$ cat src/rtl/lin_hdr_det.sv
module lin_hdr_det #(
  parameter int BRK_W = 16,
  parameter int CNT_W = 16
) (
  input  logic             clk,
  input  logic             rst_n,
  input  logic             lin_en,
  input  logic             master_sel,
  input  logic             arm,
  input  logic [BRK_W-1:0] brk_thresh,
  input  logic             brk_ie,
  input  logic             sync_ie,
  input  logic             pass_sync,
  input  logic             clr_brk,
  input  logic             clr_sync,
  input  logic             rxd_in,
  output logic             uart_rxd,
  output logic             sync_busy,
  output logic             brk_flag,
  output logic             sync_flag,
  output logic             irq,
  output logic [CNT_W-1:0] sync_count
);
  localparam logic [CNT_W-1:0] CNT_MAX = {CNT_W{1'b1}};

  typedef enum logic [1:0] {S_IDLE, S_BRK, S_SYNC} state_t;

  state_t           st;
  logic             s1, s2, s3;
  logic [BRK_W-1:0] brk_cnt;
  logic [CNT_W-1:0] meas;
  logic [2:0]       falls;

  wire active  = lin_en & ~master_sel;
  wire fall    = s3 & ~s2;
  wire brk_hit = ~s2 && (({1'b0, brk_cnt} + 1'b1) >= {1'b0, brk_thresh});

  assign sync_busy = (st == S_SYNC);
  assign uart_rxd  = (sync_busy && !pass_sync) ? 1'b1 : s2;
  assign irq       = (brk_flag & brk_ie) | (sync_flag & sync_ie);

  always_ff @(posedge clk or negedge rst_n) begin
    if (!rst_n) begin
      s1         <= 1'b1;
      s2         <= 1'b1;
      s3         <= 1'b1;
      st         <= S_IDLE;
      brk_cnt    <= '0;
      meas       <= '0;
      falls      <= '0;
      sync_count <= '0;
      brk_flag   <= 1'b0;
      sync_flag  <= 1'b0;
    end else begin
      s1 <= rxd_in;
      s2 <= s1;
      s3 <= s2;
      if (clr_brk)  brk_flag  <= 1'b0;
      if (clr_sync) sync_flag <= 1'b0;
      if (!active) begin
        st <= S_IDLE;
      end else if (arm) begin
        st      <= S_BRK;
        brk_cnt <= '0;
      end else begin
        case (st)
          S_BRK: begin
            if (s2) begin
              brk_cnt <= '0;
            end else if (brk_hit) begin
              st       <= S_SYNC;
              brk_flag <= 1'b1;
              falls    <= '0;
              meas     <= '0;
            end else begin
              brk_cnt <= brk_cnt + 1'b1;
            end
          end
          S_SYNC: begin
            if (falls == 3'd0) begin
              if (fall) begin
                falls <= 3'd1;
                meas  <= {{(CNT_W-1){1'b0}}, 1'b1};
              end
            end else if (fall && falls == 3'd4) begin
              sync_count <= meas;
              sync_flag  <= 1'b1;
              st         <= S_IDLE;
            end else begin
              if (fall) falls <= falls + 1'b1;
              if (meas != CNT_MAX) meas <= meas + 1'b1;
            end
          end
          default: ;
        endcase
      end
    end
  end
endmodule

$ cat config.mk
export PLATFORM = sky130hd
export DESIGN_NAME = lin_hdr_det
export DESIGN_NICKNAME = d
export VERILOG_FILES = /design/src/rtl/lin_hdr_det.sv
export SDC_FILE = /design/constraint.sdc
export NUM_CORES = 1
export LEC_CHECK = 0
export BUFFER_PORTS_ARGS = -buffer_cell sky130_fd_sc_hd__buf_2
export CAP_MARGIN = 20
export CORE_ASPECT_RATIO = 1.5
export CORE_MARGIN = 2
export CORE_UTILIZATION = 55
export CTS_CLUSTER_DIAMETER = 40
export DETAILED_ROUTE_END_ITERATION = 8
export GPL_ROUTABILITY_DRIVEN = 0
export HOLD_SLACK_MARGIN = 0.1
export PLACE_DENSITY_LB_ADDON = 0.05
export SYNTH_ARGS = -nofsm -noshare
export SYNTH_HDL_FRONTEND = slang
export SYNTH_SLANG_ARGS = --single-unit
$ cat constraint.sdc
create_clock -name clk -period 6.55 [get_ports clk]
set_input_delay 1.965 -clock clk [delete_from_list [all_inputs] [get_ports clk]]
set_output_delay 1.965 -clock clk [all_outputs]
set_load 0.01 [all_outputs]
Yosys cells after proc, flatten, opt, wreduce, memory -nomap -nowiden
Index checks and enable logic that the tools add are counted.
- word-level logic and storage cells: 90
- output and inout bits: 21
- memories: 0
- memory bits (read-only): 0
- register bits: 58
- bits in latches: 0
- bits in writable memories: 0
- bits of input ports: 27
- eq/ne operators: 16
- $mul: 0
- $add $sub $neg: 4
- $lt $le $gt $ge: 1
- reduce and logical (&&, ||, !) cells: 12
- shifts and indexed selects: 0
- multiplexer cells: 38
- divide/modulo/power cells: 0
- bitwise gates (word level): 9
- operators by type and width (operator ; count):
    2-to-1 mux 16 bit ; 10
    adder 16 x 1 -> 16 bit (second input constant) ; 2
    one-hot mux 16 bit (2 select lines) ; 1
    2-to-1 mux 3 bit ; 6
    adder 16 x 1 -> 17 bit (second input constant) ; 1
    greater-or-equal comparator 17 x 16 -> 1 bit ; 1
    inequality test 16 bit (second input constant) ; 1
    AND reduction 8 bit ; 2
    2-to-1 mux 1 bit ; 13
    2-to-1 mux 2 bit ; 6
    inequality test 4 bit (second input constant) ; 3
    AND reduction 5 bit ; 2
    inequality test 3 bit (second input constant) ; 3
    inequality test 4 x 3 -> 1 bit (second input constant) ; 2
    inequality test 3 x 1 -> 1 bit (second input constant) ; 2
    one-hot mux 3 bit (2 select lines) ; 1
    AND 1 bit ; 4
    inequality test 2 bit (second input constant) ; 2
    inverter 1 bit ; 4
    one-hot mux 2 bit (2 select lines) ; 1
    nonzero test 2 bit ; 2
    adder 3 x 1 -> 3 bit (second input constant) ; 1
    == test 3 bit (second input constant) ; 1
    logical AND 1 bit ; 3
    6 further kinds ; 6

Longest topological paths before layout
Gate-level depths: netlist of run 1.
- depth after elaboration: 8
- depth in mapped cells: 14
- depth with buffers taken out: 12

Worst setup path after synthesis of run 1
OpenSTA, ideal clock, no wires.
- kind: input -> output
- from: input brk_ie
- to: output irq
- required time: 4.585 ns
- buffers on the path: 0
- path slack: 2.398 ns
- stages on the path: 1
- data arrival time: 2.187 ns
- cell sequence: a22o_1
- word-level cells in the longest chain between the ends: 2
- RTL lines (item ; RTL line ; text):
    from (decl) ; 11 ; input logic brk_ie,
    AND 1 bit ; 40 ; assign irq = (brk_flag & brk_ie) | (sync_flag & sync_ie);
    bitwise OR 1 bit ; 40 ;
    to (decl) ; 21 ; output logic irq,
No other way between the ends.

Worst setup path in the final report of run 1
Ends and elaborated chain as after synthesis.

==> metrics.log, run 1 <==
INFO  metric cts_tree = built
INFO  metric critPathMostFrequentCell = sky130_fd_sc_hd__buf_2
INFO  metric timing.final.crit_share = 0.664
INFO  metric slew_viol_final = 0
INFO  metric synth_adder_area_share = 0.0774
INFO  metric fin_skew = 8.78 ps
INFO  metric drv.max_cap_violation_count = 0
INFO  metric final-setup-viol-count = 0
INFO  metric critical_path_buf_inv_count = 2
INFO  metric layout.nets = 466
INFO  metric multiInputGateArea = 0.00193 mm²
INFO  metric combinational_family_with_the_most_area_after_synthesis = simple AND/OR/NAND/NOR gates
INFO  metric grt_pass1_wl = ~12000 µm
INFO  metric synth_top_area_cell = sky130_fd_sc_hd__dfrtp_1
INFO  metric yosys.area.top_type_share = 0.387
INFO  metric cts.repair.resized = 0
INFO  metric grt_pass1_vias = approximately 2.8k
INFO  metric power-per-cell-area = 183 mW/mm²
INFO  metric hold_class = register to register
INFO  metric timing.critical_path.arrival = 2390 ps
INFO  metric endpoint_kind = primary output
INFO  metric power_leakage = 2.04 nW
INFO  metric final_period_minus_worst_setup_slack = approximately 4400 ps
INFO  metric synth_area = about 0.0036 mm²
INFO  metric post-synth-top-count-cell = sky130_fd_sc_hd__dfrtp_1
INFO  metric place_hpwl = 5510 µm
INFO  metric type_of_the_setup_path_with_the_least_slack = input pin to primary output
INFO  metric postSynth.topFlopCell = sky130_fd_sc_hd__dfrtp_1
INFO  metric tightest_slew = between 700 and 800 ps
INFO  metric clock.fmax = roughly 230 MHz
INFO  metric synthesis.area_per_instance = roughly 9.7 µm²
INFO  metric final_layout_size_suffix_gt1_frac = 0.246
INFO  metric post_synth_and_or_nand_nor_area_fraction = 0.206
INFO  metric pin_count_of_the_biggest_net_entering_global_routing = 59
INFO  metric floorplan.rows = 35
INFO  metric drt_pre_antenna_iters = 4
INFO  metric post_synth_main_area_contributors = sky130_fd_sc_hd__dfrtp_1 (39%), sky130_fd_sc_hd__ha_1 (7.7%), sky130_fd_sc_hd__mux2_2 (4.7%)
INFO  metric max_slew_margin = 0.478
INFO  metric cp-start-kind = input pin
INFO  metric critical-path-max-stage-delay = 190 ps
INFO  metric synth_enable_flop_cells = 0
INFO  metric totalWireLength = 7330 µm
INFO  metric detail_route.vias_per_cell = 5.80
INFO  metric synth_seq_cells = 58
INFO  metric clock_sinks = 58
INFO  metric clkLatencyLatePin = approximately 330 ps
INFO  metric result_of_the_run = finished, final reports clean
INFO  metric synth_mux_area_frac = 0.0506
INFO  metric pre_cts_setup_slack = between 2000 and 2500 ps
INFO  metric standard_cell_with_the_maximum_stage_delay_on_the_critical_path = sky130_fd_sc_hd__a22o_1
INFO  metric synth.yosys.seq_area_share = 0.409
INFO  metric clock_path_buffers = 2
INFO  metric synth.distinct_cells = between 50 and 60
INFO  metric clock-root-buffer = sky130_fd_sc_hd__clkbuf_8
INFO  metric postSynthNetCount = 417
INFO  metric cts.hold.buffers_added = 0
INFO  metric die-width = 69.7 µm
INFO  metric io_buffer_count = 47
INFO  metric register_area = ~0.0015 mm²
INFO  metric postSynth.asyncResetShare = 1.00
INFO  metric fp.dieArea = 0.00714 mm²
INFO  metric final.fill_count = 539
INFO  metric globalRoute.totalOverflow = 0
INFO  metric maximum_fanout_along_the_worst_path = 1
INFO  metric worstPathRequired = 4590 ps
INFO  metric ys_top_cells_by_count = sky130_fd_sc_hd__dfrtp_1 (55), sky130_fd_sc_hd__nand2_1 (34), sky130_fd_sc_hd__inv_1 (28)
INFO  metric hold_viol_final = 0
INFO  metric synth_xor_area_frac = 0.0222
INFO  metric insertedDiodeCount = 0
INFO  metric core-area = 0.00622 mm²
INFO  metric io_pins = 48
INFO  metric cts_max_level = 3
INFO  metric vias = 2878
INFO  metric initial_utilization = 0.572
INFO  metric fin_tns_setup = 0 ps
INFO  metric die_span_y = 103 µm
INFO  metric final_critical_path_setup_slack = 2200 ps
INFO  metric rsz0062_at_grt = false
INFO  metric synth_compound_gate_area_share = 0.187
INFO  metric post-cts-setup-buffers = 0
INFO  metric cts.clk_slew.worst_paths = around 60 ps
INFO  metric route.detailed.drc = 0
INFO  metric antenna_violations_before_repair = 0
INFO  metric final_antenna_violating_net_count = 0
INFO  metric cp_cell_sequence = buf_2, a22o_1, buf_2
INFO  metric dr.first_iter.drc_count = 87
INFO  metric synth_warnings = 0
INFO  metric peakVddDrop = 0.156 mV
INFO  metric timing.critical_path.max_delay_family = buffers and inverters
INFO  metric area_delta_synth_final = 13.5%
INFO  metric inserted_clock_buffers = 9
INFO  metric wl_per_cell = roughly 15 µm
INFO  metric globalRouteTotalUtil = 0.220
INFO  metric synthesis.instances = approximately 370
## path summary, 6_finish.rpt
check / start / endpoint / slack (ps) / depth (start not counted)
worst max register to register: brk_cnt[4] / meas[0] / 2530 / 12
worst max-delay path: brk_ie / irq / 2200 / 3
min in group asynchronous: rst_n / falls[1] / 1770 / 2
max in group asynchronous: rst_n / sync_count[4] / 4300 / 2
worst min-delay path: s1 / s2 / 360 / 0
worst min register to register: s1 / s2 / 360 / 0
## cell usage in the layout, fill, tap and decap left out, types with 4 or more instances in the layout
master / instances
sky130_fd_sc_hd__dfrtp_1: 55
sky130_fd_sc_hd__buf_2: 47
sky130_fd_sc_hd__nand2_1: 34
sky130_fd_sc_hd__inv_1: 28
sky130_fd_sc_hd__nand3_1: 23
sky130_fd_sc_hd__o21ai_0: 23
sky130_fd_sc_hd__a21oi_1: 22
sky130_fd_sc_hd__ha_1: 22
sky130_fd_sc_hd__nor2_1: 18
sky130_fd_sc_hd__mux2_2: 15
sky130_fd_sc_hd__clkbuf_8: 11
sky130_fd_sc_hd__and3_1: 9
sky130_fd_sc_hd__nand4_1: 8
sky130_fd_sc_hd__o31ai_1: 8
sky130_fd_sc_hd__nand2b_1: 7
sky130_fd_sc_hd__xnor2_1: 7
sky130_fd_sc_hd__a22o_1: 7
sky130_fd_sc_hd__a21o_1: 6
sky130_fd_sc_hd__nor3_1: 5
sky130_fd_sc_hd__a31oi_1: 5
sky130_fd_sc_hd__o41ai_2: 4
## flip-flops by register name, summed over array words and instances, names as in the netlist
register	cells
meas	16
s3	1
s2	1
brk_flag	1
s1	1
sync_flag	1
falls	3
st	2
sync_count	16
brk_cnt	16
## cells by family (layout without fill, tap and decap cells)
family          after synthesis  in the layout
flops                        58             58
xor+xnor                      9              9
buf+inv                      39             93
mux                          16             16
fa+ha+maj                    22             22
simple gates                131            131
compound gates               93             93
## layout make-up
| cell class | count | area share |
|---|---|---|
| multi-input cells | 271 | 0.478 |
| flip-flops and latches | 58 | 0.360 |
| repair buffers | 49 | 0.0619 |
| clock buffers | 11 | 0.0375 |
| inverters | 28 | 0.0260 |
| well taps | 74 | 0.0229 |
| clock inverters | 5 | 0.0130 |
## through the flow
stage                     instances  total power, mW  utilization  cell area [µm²]  hold WS [ps]
final                           496            0.741        0.650             4040           357
after detailed placement        480            0.416        0.617             3840           348
after floorplan                 368            0.395            -             3560           345
after global routing            496            0.771        0.650             4040           369
after global placement          480            0.415        0.617             3840           346
after CTS                       496            0.751        0.650             4040           358
## power breakdown
group | switching, mW | internal [mW] | total [mW]
clock network | 0.138 | 0.194 | 0.332
logic | 0.0255 | 0.0161 | 0.0416
registers | 0.00402 | 0.363 | 0.367
total | 0.168 | 0.573 | 0.741
## metal layers
layer	vias to the layer above	global-route usage	share of wire
li1	1437	-	-
met1	1378	0.250	0.42
met2	52	0.408	0.53
met3	11	0.0332	0.032
met4	0	0.102	0.018
met5	-	0	0
Power figures use the tool's default switching activity.
==> run 2: changes to the inputs <==
- clock period: 6.55 -> 4.5 ns (I/O delays scaled with it)
==> run 2 against run 1 <==
Against the previous run: hold slack worse by 1.1 ps; setup slack lost 1500 ps; core utilization increased by 0.89 points; critical endpoint is now meas[0]; count of clock-buffer cells in the layout stayed put; first-iteration DRC count grew 53%; global-route usage grew 1.1 points; largest power group is now clock; sequential share of layout area is 0.48 points lower; via count up 0.69%; register-to-register slack lost 1800 ps; wire length rose by 3.6%; combinational power up 46%; power increased by 62%.
==> metrics.log, run 2 (synthesized netlist as in run 1, its figures left out) <==
INFO  metric result_of_the_run = finished, final reports clean
INFO  metric final_antenna_violating_net_count = 0 (unchanged)
INFO  metric grt_busiest_layer = met2
INFO  metric power.switching = 0.249 mW (+48%)
INFO  metric power.switching_fraction = 0.208 (-0.0184)
INFO  metric post-cts-setup-buffers = 0 (unchanged)
INFO  metric internal_power_summed_over_all_cells = 0.948 mW (+65%)
INFO  metric grt_pass1_wl = 12900 µm (+3.3%)
INFO  metric gr-usage-met3 = 0.0479 (+0.0147)
INFO  metric multiInputGateArea = 0.00193 mm² (unchanged)
INFO  metric peakVddDrop = 0.258 mV (+65%)
INFO  metric drt_pre_antenna_iters = 5 (+1)
INFO  metric final_layout_size_suffix_gt1_frac = 0.248 (+0.00178)
INFO  metric layout_common_cells = sky130_fd_sc_hd__dfrtp_1 (55), sky130_fd_sc_hd__buf_2 (47), sky130_fd_sc_hd__nand2_1 (34)
INFO  metric layoutNonFillerInstCount = 497 (+0.20%)
INFO  metric clock.fmax = 265 MHz
INFO  metric timing.critical_path.arrival = 3980 ps (+1590 ps)
INFO  metric drv.max_cap_violation_count = 0 (unchanged)
INFO  metric register_area = 0.00146 mm² (unchanged)
INFO  metric wl_per_cell = 15.3 µm (+3.4%)
INFO  metric final_period_minus_worst_setup_slack = 3770 ps
INFO  metric clkLatencyLatePin = 330 ps (about the same)
INFO  metric hold_class = register to register
INFO  metric global_routing_usage_on_met2 = 0.419 (+0.0118)
INFO  metric power-per-cell-area = 292 mW/mm² (+59%)
INFO  metric clockPowerShare = 0.503 (+0.054)
INFO  metric io_buffer_count = 47 (unchanged)
INFO  metric fp.dieArea = 0.00714 mm² (unchanged)
INFO  metric io_pins = 48 (unchanged)
INFO  metric slew_viol_final = 0 (unchanged)
INFO  metric clock_sinks = 58 (unchanged)
INFO  metric maximum_fanout_along_the_worst_path = 7 (+6)
INFO  metric clock-root-buffer = sky130_fd_sc_hd__clkbuf_8
INFO  metric worstSetupEndpoint = meas[0]
INFO  metric top_regs = brk_cnt: 16 flops, meas: 16 flops, sync_count: 16 flops
INFO  metric layout.nets = 467 (+0.21%)
INFO  metric rsz0062_at_grt = false
INFO  metric place.detailed.instances = 481 (+0.21%)
INFO  metric timing.critical_path.from = brk_cnt[4]
INFO  metric type_of_the_setup_path_with_the_least_slack = register to register
INFO  metric globalRoute.totalOverflow = 0 (unchanged)
INFO  metric worstPathRequired = 4710 ps (+120 ps)
INFO  metric cts.hold.buffers_added = 0 (unchanged)
INFO  metric regToRegSetupSlack = 730 ps (-1800 ps)
INFO  metric insertedDiodeCount = 0 (unchanged)
INFO  metric clock_path_buffers = 2 (unchanged)
INFO  metric worst_r2r_path_depth = 13 (+1)
INFO  metric max_slew_margin = 0.412 (-0.0662)
INFO  metric core-area = 0.00622 mm² (unchanged)
INFO  metric most_common_cell_after_layout_fill_and_taps_aside = sky130_fd_sc_hd__dfrtp_1
INFO  metric dr.first_iter.drc_count = 133 (+53%)
INFO  metric final.fill_count = 527 (-2.2%)
INFO  metric vias = 2898 (+0.69%)
INFO  metric floorplan.rows = 35 (unchanged)
INFO  metric die-width = 69.7 µm (unchanged)
INFO  metric endpoint_kind = register
INFO  metric reg2reg_from = brk_cnt[4]
INFO  metric r2r_end = meas[0]
INFO  metric cts.repair.resized = 0 (unchanged)
INFO  metric detail_route.vias_per_cell = 5.83 (+0.49%)
INFO  metric die_span_y = 103 µm (unchanged)
INFO  metric totalWireLength = 7590 µm (+3.6%)
INFO  metric tightest_slew = 882 ps (+101 ps)
INFO  metric timing.final.crit_share = 0.838
INFO  metric grt_util_met1 = 0.258 (+0.00765)
INFO  metric fin_tns_setup = 0 ps (unchanged)
INFO  metric cp-start-kind = register
INFO  metric comb_power_share = 0.051 (-0.005)
INFO  metric pin_count_of_the_biggest_net_entering_global_routing = 41 (-31%)
INFO  metric cts.clk_slew.worst_paths = 60 ps (about the same)
INFO  metric area_delta_synth_final = 15.1%
INFO  metric initial_utilization = 0.572 (unchanged)
INFO  metric p_seq_frac = 0.446 (-0.049)
INFO  metric globalRouteTotalUtil = 0.230 (+0.0107)
INFO  metric antenna_violations_before_repair = 0 (unchanged)
INFO  metric final-setup-viol-count = 0 (unchanged)
INFO  metric cts_max_level = 3 (unchanged)
INFO  metric hold_viol_final = 0 (unchanged)
INFO  metric cts_tree = built
INFO  metric fin_skew = 5.31 ps (-3.47 ps)
INFO  metric power_leakage = 2.07 nW (+1.5%)
INFO  metric place_hpwl = 5690 µm (+3.2%)
INFO  metric grt_pass1_vias = 2827 (+1.5%)
INFO  metric inserted_clock_buffers = 9 (unchanged)
INFO  metric route.detailed.drc = 0 (unchanged)
==> run 2: cell types whose count changed in the layout (fill, tap and decap cells not counted) <==
cell,change
sky130_fd_sc_hd__buf_4,+1
sky130_fd_sc_hd__bufinv_16,+2
sky130_fd_sc_hd__clkinvlp_4,-1
sky130_fd_sc_hd__clkinv_2,-1
==> run 2: stage by stage <==
stage	cell area (µm²)	total power [mW]	worst slack (ps)	util	hold WS [ps]
CTS	4100	1.21	709	0.659	357
global route	4100	1.24	443	0.659	363
floorplan	3560	0.574	1050	-	345
detailed placement	3840	0.606	720	0.618	347
global placement	3840	0.604	812	0.618	346
finish	4100	1.20	730	0.659	356
==> run 2: worst max-delay path, stage by stage, from the launching register on <==
cell,delay (ps)
sky130_fd_sc_hd__dfrtp_1,450
sky130_fd_sc_hd__nand3_1,150
sky130_fd_sc_hd__nor3_1,190
sky130_fd_sc_hd__buf_4,170
sky130_fd_sc_hd__nand3_1,130
sky130_fd_sc_hd__or3_1,410
sky130_fd_sc_hd__nand2_1,80
sky130_fd_sc_hd__ha_1,250
sky130_fd_sc_hd__a21oi_1,150
sky130_fd_sc_hd__a21boi_0,90
sky130_fd_sc_hd__o31a_1,420
sky130_fd_sc_hd__nor4_4,450
sky130_fd_sc_hd__or2_1,350
sky130_fd_sc_hd__mux2_1,350
==> run 2: layout make-up <==
class,instances,area share
inverter,28,0.0257
multi-input combinational,271,0.472
sequential,58,0.355
clock inverter,5,0.0244
tap,74,0.0226
clock buffer,11,0.0370
timing repair buffer,50,0.0629
==> run 2: metal layers <==
layer | wire [µm] | share of wire
met1 | 3150 | 0.41
met2 | 3980 | 0.52
met4 | 216 | 0.028
met5 | 0 | 0
met3 | 246 | 0.032
==> run 2: power groups by stage <==
stage	Sequential, mW	Clock [mW]	Combinational, mW
3_3_place_gp	0.543	0	0.0604
4_1_cts	0.534	0.614	0.0626
6_report	0.534	0.602	0.0609
5_1_grt	0.535	0.639	0.0711
3_5_place_dp	0.544	0	0.0624
2_1_floorplan	0.542	0	0.0321
==> run 2: how the worst min path moves through the flow <==
stage	from	endpoint	depth (start not counted)
2_1_floorplan	s1	s2	0
3_3_place_gp	s1	s2	0
3_5_place_dp	s1	s2	0
4_1_cts	s1	s2	0
5_1_grt	s1	s2	0
6_report	s1	s2	0
==> run 3: changes to the inputs <==
- clock period: 4.5 -> 3.6 ns (I/O delays scaled with it)
==> run 3 against run 2 <==
Against the previous run: clock skew increased by 0.86 ps; wire length is 4.0% higher; largest power group is now sequential cells; global-route usage rose by 0.51 points; count of clock-buffer cells in the layout unchanged; critical path type unchanged.
==> metrics.log, run 3 (synthesized netlist as in run 1, its figures left out) <==
INFO  metric result_of_the_run = finished, final reports clean
INFO  metric worstHoldStart = s1
INFO  metric clock.fmax = 297 MHz (+12%)
INFO  metric top_regs = brk_cnt: 16 flops, meas: 16 flops, sync_count: 16 flops
INFO  metric layoutNonFillerInstCount = 509 (+2.4%)
INFO  metric drt_pre_antenna_iters = 4 (-1)
INFO  metric die-width = 69.7 µm (unchanged)
INFO  metric totalWireLength = 7890 µm (+4.0%)
INFO  metric grt_busiest_layer = met2
INFO  metric maximum_fanout_along_the_worst_path = 6 (-1)
INFO  metric clock-root-buffer = sky130_fd_sc_hd__clkbuf_8
INFO  metric detail_route.vias_per_cell = 5.84 (+0.20%)
INFO  metric dr.first_iter.drc_count = 134 (+0.75%)
INFO  metric most_common_cell_after_layout_fill_and_taps_aside = sky130_fd_sc_hd__dfrtp_1
INFO  metric cts_tree = built
INFO  metric tightest_slew = 826 ps (-56.6 ps)
INFO  metric floorplan.rows = 35 (unchanged)
INFO  metric insertedDiodeCount = 0 (unchanged)
INFO  metric final-setup-viol-count = 0 (unchanged)
INFO  metric timing.critical_path.arrival = 3590 ps (-390 ps)
INFO  metric power-per-cell-area = 319 mW/mm² (+9.3%)
INFO  metric grt_pass1_wl = 13100 µm (+1.6%)
INFO  metric hold_slack = 358 ps (+2.53 ps)
INFO  metric place_hpwl = 6090 µm (+7.0%)
INFO  metric area_delta_synth_final = 16.7%
INFO  metric post_place_cell_area = 0.00391 mm² (+1.8%)
INFO  metric drv.max_cap_violation_count = 0 (unchanged)
INFO  metric clock_path_buffers = 2 (unchanged)
INFO  metric final_period_minus_worst_setup_slack = 3370 ps (-405 ps)
INFO  metric antenna_violations_before_repair = 0 (unchanged)
INFO  metric vias = 2974 (+2.6%)
INFO  metric core-area = 0.00622 mm² (unchanged)
INFO  metric global_routing_usage_on_met2 = 0.436 (+0.0170)
INFO  metric final.fill_count = 514 (-2.5%)
INFO  metric wl_per_cell = 15.5 µm (+1.6%)
INFO  metric cts.clk_slew.worst_paths = 70 ps (about the same)
INFO  metric route.detailed.drc = 0 (unchanged)
INFO  metric timing.final.crit_share = 0.935 (+0.0970)
INFO  metric peakVddDrop = 0.265 mV (+2.6%)
INFO  metric power_leakage = 2.11 nW (+1.9%)
INFO  metric fp.dieArea = 0.00714 mm² (unchanged)
INFO  metric hold_class = register to register
INFO  metric grt_pass1_vias = 2900 (+2.6%)
INFO  metric grt_util_met1 = 0.257 (-0.000691)
INFO  metric cts_max_level = 3 (unchanged)
INFO  metric hold_viol_final = 0 (unchanged)
INFO  metric reg2reg_from = brk_cnt[0]
INFO  metric rsz0062_at_grt = false
INFO  metric io_pins = 48 (unchanged)
INFO  metric die_span_y = 103 µm (unchanged)
INFO  metric final_area = 0.00415 mm² (+1.4%)
INFO  metric max_slew_margin = 0.448 (+0.0364)
INFO  metric pre_cts_setup_slack = -94.2 ps (-814 ps)
INFO  metric globalRouteTotalUtil = 0.235 (+0.00508)
INFO  metric clkLatencyLatePin = 340 ps (about the same)
INFO  metric io_buffer_count = 47 (unchanged)
INFO  metric timing.critical_path.from = brk_cnt[0]
INFO  metric type_of_the_setup_path_with_the_least_slack = register to register
INFO  metric gr-usage-met3 = 0.0499 (+0.00196)
INFO  metric place.detailed.instances = 490 (+1.9%)
INFO  metric clock_sinks = 58 (unchanged)
INFO  metric cp-start-kind = register
INFO  metric final_critical_path_setup_slack = 235 ps (-495 ps)
INFO  metric final_antenna_violating_net_count = 0 (unchanged)
INFO  metric inserted_clock_buffers = 9 (unchanged)
INFO  metric pin_count_of_the_biggest_net_entering_global_routing = 22 (-46%)
INFO  metric final_layout_size_suffix_gt1_frac = 0.278 (+0.0299)
INFO  metric layout.nets = 479 (+2.6%)
INFO  metric layout_common_cells = sky130_fd_sc_hd__dfrtp_1 (54), sky130_fd_sc_hd__buf_2 (47), sky130_fd_sc_hd__nand2_1 (34)
INFO  metric endpoint_kind = register
INFO  metric initial_utilization = 0.572 (unchanged)
INFO  metric fin_skew = 6.17 ps (+0.860 ps)
INFO  metric cts.hold.buffers_added = 0 (unchanged)
INFO  metric slew_viol_final = 0 (unchanged)
INFO  metric globalRoute.totalOverflow = 0 (unchanged)
INFO  metric worstPathRequired = 3830 ps (-880 ps)
==> run 3: cell types whose count changed in the layout (fill, tap and decap cells not counted), sizes merged <==
cell / delta
buf: +12
bufinv: -2
clkinvlp: +2
==> run 3: area by class of cell <==
class                      instances  area, µm²  area share
tap                               74       92.6      0.0223
clock buffer                      11        131      0.0316
timing repair buffer              62        348      0.0838
inverter                          28        105      0.0253
sequential                        58       1460       0.351
clock inverter                     5       55.1      0.0133
multi-input combinational        271       1960       0.473
==> run 3: report_power, final <==
part | switching, mW | internal [mW] | total [mW]
Clock | 0.258 | 0.317 | 0.575
Sequential | 0.00726 | 0.660 | 0.668
Combinational | 0.0499 | 0.0329 | 0.0828
Total | 0.315 | 1.01 | 1.33
==> run 3: timing repair <==
action	4_1_cts	5_1_grt
endpoints found under the setup margin	16	34
resized for setup	1	8
buffers inserted	2	1
pin swaps	1	3
==> run 3: worst paths after layout <==
check / end / slack (ps) / cells after the start
min in group asynchronous: falls[2] / 680 / 1
worst max-delay path: meas[11] / 230 / 13
worst min register to register: s2 / 360 / 0
max in group asynchronous: brk_cnt[8] / 2280 / 2
worst max register to register: meas[11] / 230 / 13
worst min-delay path: s2 / 360 / 0
==> run 3: per-stage QoR <==
| stage | power (mW) | setup TNS (ps) | utilization |
|---|---|---|---|
| after detailed placement | 0.761 | -423 | 0.629 |
| after global placement | 0.759 | 0 | 0.629 |
| final | 1.33 | 0 | 0.668 |
| after floorplan | 0.718 | 0 | - |
| after global routing | 1.38 | 0 | 0.668 |
| after CTS | 1.34 | 0 | 0.662 |
==> run 3: worst max-delay path, cell delays in order, from the launching register on <==
cell                      delay, ps
sky130_fd_sc_hd__dfrtp_2        400
sky130_fd_sc_hd__ha_1           190
sky130_fd_sc_hd__and3_2         240
sky130_fd_sc_hd__and3_4         230
sky130_fd_sc_hd__nand3_1         90
sky130_fd_sc_hd__xnor2_1        150
sky130_fd_sc_hd__ha_1           310
sky130_fd_sc_hd__nand4_1        150
sky130_fd_sc_hd__nor4_2         300
sky130_fd_sc_hd__a32o_2         370
sky130_fd_sc_hd__nor4_4          80
sky130_fd_sc_hd__or2_1          260
sky130_fd_sc_hd__buf_4          180
sky130_fd_sc_hd__o41ai_2        290
==> run 3: metal layers <==
| metal | vias to the layer above | wire [µm] |
|---|---|---|
| met5 | - | 0 |
| met4 | 0 | 240 |
| met3 | 23 | 318 |
| met2 | 81 | 4200 |
| met1 | 1411 | 3130 |
| li1 | 1459 | - |
